===== src/rtl/hcd_pkg.sv =====
package hcd_pkg;
   typedef enum logic [1:0] {
      ST_HUNT    = 2'd0,
      ST_PRESYNC = 2'd1,
      ST_SYNC    = 2'd2
   } hcd_state_e;
endpackage


===== src/rtl/hcd_window.sv =====
module hcd_window #(
   parameter int BYTE_W = 8,
   parameter int DEPTH  = 10
) (
   input  logic                      clk,
   input  logic                      rst_n,
   input  logic                      in_valid,
   input  logic [BYTE_W-1:0]         in_byte,
   output logic [DEPTH*BYTE_W-1:0]   win_flat,
   output logic                      full,
   output logic                      fresh
);
   localparam int FW = $clog2(DEPTH + 1);
   localparam logic [FW-1:0] FULL_CNT = FW'(DEPTH);

   logic [BYTE_W-1:0] stg [DEPTH];
   logic [FW-1:0]     fill;

   // stage 0 holds the newest byte, stage DEPTH-1 the oldest
   for (genvar i = 0; i < DEPTH; i++) begin : g_stage
      if (i == 0) begin : g_head
         always_ff @(posedge clk or negedge rst_n) begin
            if (!rst_n)        stg[0] <= '0;
            else if (in_valid) stg[0] <= in_byte;
         end
      end else begin : g_body
         always_ff @(posedge clk or negedge rst_n) begin
            if (!rst_n)        stg[i] <= '0;
            else if (in_valid) stg[i] <= stg[i-1];
         end
      end
      assign win_flat[i*BYTE_W +: BYTE_W] = stg[i];
   end

   always_ff @(posedge clk or negedge rst_n) begin
      if (!rst_n) begin
         fill  <= '0;
         fresh <= 1'b0;
      end else begin
         fresh <= in_valid;
         if (in_valid && fill != FULL_CNT) fill <= fill + 1'b1;
      end
   end

   assign full = (fill == FULL_CNT);
endmodule


===== src/rtl/hcd_crc_check.sv =====
module hcd_crc_check #(
   parameter int              BYTE_W    = 8,
   parameter int              HDR_BYTES = 8,
   parameter int              CRC_W     = 16,
   parameter int              LEN_W     = 16,
   parameter int              TYPE_W    = 16,
   parameter logic [CRC_W-1:0] POLY     = 16'h1021,
   parameter logic [CRC_W-1:0] INIT     = 16'hFFFF,
   localparam int             WIN_BYTES = HDR_BYTES + CRC_W / BYTE_W
) (
   input  logic [WIN_BYTES*BYTE_W-1:0] win_flat,
   output logic                        match,
   output logic [LEN_W-1:0]            len_f,
   output logic [TYPE_W-1:0]           type_f
);
   localparam int TOP = WIN_BYTES * BYTE_W;

   logic [CRC_W-1:0]  crc;
   logic [BYTE_W-1:0] hb;

   // header byte k (k = 0 first on the wire) sits at window slot WIN_BYTES-1-k
   always_comb begin
      crc = INIT;
      hb  = '0;
      for (int k = 0; k < HDR_BYTES; k++) begin
         hb  = win_flat[(WIN_BYTES-1-k)*BYTE_W +: BYTE_W];
         crc = crc ^ (CRC_W'(hb) << (CRC_W - BYTE_W));
         for (int b = 0; b < BYTE_W; b++) begin
            crc = crc[CRC_W-1] ? ((crc << 1) ^ POLY) : (crc << 1);
         end
      end
   end

   // trailing CRC bytes: the earlier one lands in the higher bits (big-endian)
   assign match  = (crc == win_flat[CRC_W-1:0]);
   assign len_f  = win_flat[TOP-1 -: LEN_W];
   assign type_f = win_flat[TOP-1-LEN_W -: TYPE_W];
endmodule


===== src/rtl/hcd_track.sv =====
module hcd_track
   import hcd_pkg::*;
#(
   parameter int BYTE_W     = 8,
   parameter int LEN_W      = 16,
   parameter int TYPE_W     = 16,
   parameter int WIN_BYTES  = 10,
   parameter int CONFIRM    = 2,
   parameter int MISS_LIMIT = 3
) (
   input  logic              clk,
   input  logic              rst_n,
   input  logic              fresh,
   input  logic              full,
   input  logic              match,
   input  logic [LEN_W-1:0]  len_f,
   input  logic [TYPE_W-1:0] type_f,
   input  logic [BYTE_W-1:0] newest,
   output logic              hdr_start,
   output logic [LEN_W-1:0]  hdr_len,
   output logic [TYPE_W-1:0] hdr_type,
   output logic              in_sync,
   output logic              pl_valid,
   output logic [BYTE_W-1:0] pl_byte
);
   localparam int RW = LEN_W + 1;
   localparam int CW = $clog2(CONFIRM + 1);
   localparam int MW = $clog2(MISS_LIMIT + 1);
   localparam logic [RW-1:0] WIN_R   = RW'(WIN_BYTES);
   localparam logic [RW-1:0] ONE_R   = RW'(1);
   localparam logic [CW-1:0] CONF_LAST = CW'(CONFIRM - 1);
   localparam logic [MW-1:0] MISS_LAST = MW'(MISS_LIMIT - 1);

   hcd_state_e       state;
   logic [RW-1:0]    rem;
   logic [LEN_W-1:0] last_len;
   logic [CW-1:0]    good_cnt;
   logic [MW-1:0]    miss_cnt;
   logic             at_slot;
   logic             take;

   assign at_slot = fresh && (state != ST_HUNT) && (rem == ONE_R);
   assign take    = fresh && match &&
                    ((state == ST_HUNT && full) || (state != ST_HUNT && rem == ONE_R));

   always_ff @(posedge clk or negedge rst_n) begin
      if (!rst_n) begin
         state     <= ST_HUNT;
         rem       <= '0;
         last_len  <= '0;
         good_cnt  <= '0;
         miss_cnt  <= '0;
         hdr_start <= 1'b0;
         hdr_len   <= '0;
         hdr_type  <= '0;
         pl_valid  <= 1'b0;
         pl_byte   <= '0;
      end else begin
         hdr_start <= 1'b0;
         pl_valid  <= 1'b0;
         if (take) begin
            hdr_start <= 1'b1;
            hdr_len   <= len_f;
            hdr_type  <= type_f;
            last_len  <= len_f;
            rem       <= RW'(len_f) + WIN_R;
            miss_cnt  <= '0;
            unique case (state)
               ST_HUNT: begin
                  state    <= ST_PRESYNC;
                  good_cnt <= '0;
               end
               ST_PRESYNC: begin
                  if (good_cnt == CONF_LAST) begin
                     state    <= ST_SYNC;
                     good_cnt <= '0;
                  end else begin
                     good_cnt <= good_cnt + 1'b1;
                  end
               end
               default: ;
            endcase
         end else if (at_slot) begin
            if (state == ST_PRESYNC || miss_cnt == MISS_LAST) begin
               state    <= ST_HUNT;
               miss_cnt <= '0;
               good_cnt <= '0;
            end else begin
               miss_cnt <= miss_cnt + 1'b1;
               rem      <= RW'(last_len) + WIN_R;
            end
         end else if (fresh && state != ST_HUNT) begin
            rem <= rem - 1'b1;
            if (rem > WIN_R) begin
               pl_valid <= 1'b1;
               pl_byte  <= newest;
            end
         end
      end
   end

   assign in_sync = (state == ST_SYNC);
endmodule


===== src/rtl/header_crc_delineator.sv =====
module header_crc_delineator #(
   parameter int              BYTE_W     = 8,
   parameter int              HDR_BYTES  = 8,
   parameter int              CRC_W      = 16,
   parameter int              LEN_W      = 16,
   parameter int              TYPE_W     = 16,
   parameter logic [CRC_W-1:0] CRC_POLY  = 16'h1021,
   parameter logic [CRC_W-1:0] CRC_INIT  = 16'hFFFF,
   parameter int              CONFIRM    = 2,
   parameter int              MISS_LIMIT = 3
) (
   input  logic              clk,
   input  logic              rst_n,
   input  logic              in_valid,
   input  logic [BYTE_W-1:0] in_byte,
   output logic              hdr_start,
   output logic [LEN_W-1:0]  hdr_len,
   output logic [TYPE_W-1:0] hdr_type,
   output logic              in_sync,
   output logic              payload_valid,
   output logic [BYTE_W-1:0] payload_byte
);
   localparam int CRC_BYTES = CRC_W / BYTE_W;
   localparam int WIN_BYTES = HDR_BYTES + CRC_BYTES;

   if (CRC_W % BYTE_W != 0) begin : g_bad_crc_w
      $error("CRC width must be a whole number of bytes");
   end
   if (LEN_W + TYPE_W > HDR_BYTES * BYTE_W) begin : g_bad_fields
      $error("length and type fields do not fit in the header");
   end
   if (CONFIRM < 1 || MISS_LIMIT < 1) begin : g_bad_counts
      $error("confirm and miss limits must be at least 1");
   end

   logic [WIN_BYTES*BYTE_W-1:0] win_flat;
   logic                        full, fresh, match;
   logic [LEN_W-1:0]            len_f;
   logic [TYPE_W-1:0]           type_f;

   hcd_window #(.BYTE_W(BYTE_W), .DEPTH(WIN_BYTES)) u_win (
      .clk(clk), .rst_n(rst_n), .in_valid(in_valid), .in_byte(in_byte),
      .win_flat(win_flat), .full(full), .fresh(fresh)
   );

   hcd_crc_check #(
      .BYTE_W(BYTE_W), .HDR_BYTES(HDR_BYTES), .CRC_W(CRC_W),
      .LEN_W(LEN_W), .TYPE_W(TYPE_W), .POLY(CRC_POLY), .INIT(CRC_INIT)
   ) u_crc (
      .win_flat(win_flat), .match(match), .len_f(len_f), .type_f(type_f)
   );

   hcd_track #(
      .BYTE_W(BYTE_W), .LEN_W(LEN_W), .TYPE_W(TYPE_W),
      .WIN_BYTES(WIN_BYTES), .CONFIRM(CONFIRM), .MISS_LIMIT(MISS_LIMIT)
   ) u_trk (
      .clk(clk), .rst_n(rst_n), .fresh(fresh), .full(full), .match(match),
      .len_f(len_f), .type_f(type_f), .newest(win_flat[BYTE_W-1:0]),
      .hdr_start(hdr_start), .hdr_len(hdr_len), .hdr_type(hdr_type),
      .in_sync(in_sync), .pl_valid(payload_valid), .pl_byte(payload_byte)
   );
endmodule


===== config.mk =====
export PLATFORM = sky130hd
export DESIGN_NAME = header_crc_delineator
export DESIGN_NICKNAME = d
export VERILOG_FILES = /design/src/rtl/hcd_pkg.sv /design/src/rtl/hcd_window.sv /design/src/rtl/hcd_crc_check.sv /design/src/rtl/hcd_track.sv /design/src/rtl/header_crc_delineator.sv
export SDC_FILE = /design/constraint.sdc
export NUM_CORES = 1
export LEC_CHECK = 0
export CAP_MARGIN = 15
export CORE_ASPECT_RATIO = 0.7
export CORE_UTILIZATION = 68
export CTS_BUF_LIST = sky130_fd_sc_hd__clkbuf_8
export CTS_CLUSTER_DIAMETER = 100
export DETAILED_ROUTE_END_ITERATION = 12
export PLACE_DENSITY_LB_ADDON = 0.3
export SYNTH_ARGS = -nofsm -noshare
export SYNTH_HDL_FRONTEND = slang
export SYNTH_HIERARCHICAL = 1
export SYNTH_SLANG_ARGS = --single-unit

===== constraint.sdc =====
create_clock -name clk -period 11.8 [get_ports clk]
set_clock_uncertainty 0.1 [all_clocks]
set_input_delay 3.54 -clock clk [delete_from_list [all_inputs] [get_ports clk]]
set_output_delay 3.54 -clock clk [all_outputs]
set_load 0.005 [all_outputs]

==> run metrics <==
H-tree levels=4; Antenna Cells=0; die area=approximately 0.015 mm²; Avg Cell Area, Syn=approximately 12 µm²; status=completed; Hold Buf Count CTS=0; FF+latch count, synth=150; area delta synth->final=7.42%; Clock transition at path regs=roughly 100 ps; Register Area=0.00375 mm²; GRT Total Usage=between 30% and 40%; Critical R2R Launch=u_win/win_flat[77]; R2R Setup Slk=5120 ps; die span in x=between 100 and 150 µm; row count=36; Iter 0 DRT Violations=between 500 and 600; predominant post-synthesis flop cell=dfrtp_1; Routed Antenna Nets=0; Worst Hold Depth=2; Setup Crit Path Kind=reg -> reg; final WL=between 20 and 25 mm; Final TNS setup=0 ps; Multi-input gate area=0.00571 mm²; Residual DRC=0; IO Port Bufs=53; die height=between 100 and 150 µm; met3 routed WL=roughly 2.1 mm; Vias=between 6000 and 7000; vias per cell=approximately 6.1; FFs w/ async S/R, synth=between 90% and 100%; Slew headroom=27.1%; Max Root-Sink Buffers=2; Num CTS Buffers=17; Netlist Area Pre-Place=0.00999 mm²; RR Endpoint=u_trk/rem[8]; Worst-Margin Slew=approximately 1100 ps; post_cts resized=0; Synthesized Nets=879; crit-path cells=xnor3_2, xnor3_2, xnor3_2, xnor3_2, xnor3_2, xor2_2, xnor3_2, xnor3_1, nor3_1, o22ai_1, nor4_2, o211ai_1, a21o_1, buf_4, inv_2, nor2_1, a22oi_1, nand2_1; Critical Path Source Type=flip-flop; GPL Wtd Cong=0.962; CP most frequent cell=xnor3_2; critical path endpoint category=flip-flop; vias in the first global route=between 6000 and 7000; Fmax=between 100 and 150 MHz; worst hold-check path type=reg -> reg; M1 WL=approximately 11 mm; top routing layer in use=met4; number of flops mapped to enable cells by yosys=0; Syn Inst Count=between 800 and 900; DP Cell Count=approximately 1000; worst skew pair latency=about 470 ps; post-layout net count=891; initial antenna violation count=0; root buffer selected by CTS=clkbuf_8; Final Cycle Share=56.6%; Fin. Hold Viols=0; most frequent cells in the layout=150 x dfrtp_1, 125 x nand2_1, 107 x xnor2_1; core footprint=roughly 0.014 mm²; RSZ-0062 raised after global routing=false; Worst path slowest cell=inv_2; post-synthesis sequential area ratio=a little under two fifths; path depth of the worst reg2reg path=18; Fillers=940; met2 routed WL=9.87 mm; CTS tree=done; grt ovf=0; crit-path max cell delay=roughly 760 ps; Final Non-Filler Cells=between 1000 and 1500; Setup WS pre-CTS=between 5000 and 6000 ps; most common cell after layout, fill and taps aside=dfrtp_1; Starting Density=70.7%; WL per Instance=~21 µm; post-CTS setup buffers=0; final setup margin=5120 ps; CP Data Required Time=12060 ps; # clock sinks=150; CP Data Arrival Time=about 6900 ps; final setup vio count=0; first-pass GRT wire length=between 30 and 40 mm; Hold Crit Start=u_trk/hdr_type[13]; Yosys warning total=6; TritonRoute pass-1 iters=6; CP Max Fanout=52; fin crit period=about 6700 ps; layout cell share with drive strength beyond 1=18.5%; DP HPWL=16.5 mm; boundary pin count=54; Hold Crit Endpoint=u_trk/hdr_type[13]; Final Slew Violations=0; Synth cell types=about 70; Max-Cap Viols=0; largest net degree at the start of global routing=between 80 and 90
## flip-flops by register name (all words and copies together) (netlist names)
signal           cells
u_win/fill           4
u_trk/pl_byte        8
u_win/win_flat      80
u_trk/miss_cnt       2
u_trk/state          2
u_trk/rem           17
u_trk/pl_valid       1
u_trk/hdr_start      1
u_trk/last_len      16
u_trk/good_cnt       2
u_win/fresh          1
u_trk/hdr_type      16
## synth_stat cells, types with 10 or more instances
library cell	n	area share, %
a21oi_1	22	1.1
inv_1	11	0.41
buf_6	10	1.1
xnor3_1	34	7.7
buf_2	12	0.60
nor3_1	13	0.65
nor2_1	26	0.98
dfrtp_1	150	38
mux2_4	34	5.1
o21ai_0	15	0.75
nand3_1	17	0.85
xnor2_1	107	9.4
xor2_1	46	4.0
xor3_1	10	2.4
mux2_2	54	6.1
buf_4	35	2.6
nand2_1	125	4.7
## per-stage QoR
step / hold slack, ps / cell area [µm²] / util, %
finish: 385 / 10700 / 75.9
floorplan: 366 / 9990 / -
detailed placement: 362 / 10300 / 72.8
global route: 413 / 10700 / 75.9
global placement: 359 / 10300 / 72.8
CTS: 386 / 10700 / 75.7
## how the worst max path moves through the flow
stage                       start                 end  slack [ps]
2_1_floorplan  u_win/win_flat[77]  u_trk/hdr_type[15]        6720
3_3_place_gp   u_win/win_flat[77]        u_trk/rem[8]        5380
3_5_place_dp   u_win/win_flat[77]       u_trk/rem[11]        5220
4_1_cts        u_win/win_flat[77]       u_trk/rem[11]        5160
5_1_grt        u_win/win_flat[77]       u_trk/rem[11]        4650
6_report       u_win/win_flat[77]        u_trk/rem[8]        5120
## final cells by class
| type | instances | area share (%) |
|---|---|---|
| Inverter | 12 | 0.420 |
| Tap cell | 190 | 2.21 |
| Multi-Input combinational cell | 633 | 53.2 |
| Timing Repair Buffer | 58 | 5.47 |
| Sequential cell | 150 | 35.0 |
| Clock buffer | 17 | 2.18 |
| Clock inverter | 15 | 1.54 |
## critical path: cells and delay by family (launching register included)
| kind | cells | cell delay [ps] |
|---|---|---|
| DFF | 1 | 650 |
| and+or+nand+nor | 4 | 870 |
| xor gates and xnor gates | 8 | 3140 |
| buffers and inverters | 2 | 1040 |
| AOI/OAI and AO/OA | 4 | 740 |
## metal layers
layer | GRT usage, % | up-vias
met5 | 0 | -
met4 | 9.52 | 0
li1 | - | 2948
met3 | 7.59 | 31
met1 | 48.3 | 3241
met2 | 46.3 | 316
## logic make-up after synthesis
kind of cell / count (synthesis) / synth area share [%]
AO/OA/AOI/OAI: 84 / 5.56
XOR/XNOR: 219 / 27.9
adder cells (fa/ha/maj): 8 / 1.00
buffers and inverters: 77 / 5.27
flip-flops: 150 / 37.6
multiplexers: 95 / 12.0
AND/OR/NAND/NOR: 227 / 10.7
Power is not shown: default switching activity piles up to over one toggle a cycle in this logic, so the estimate is an artifact.
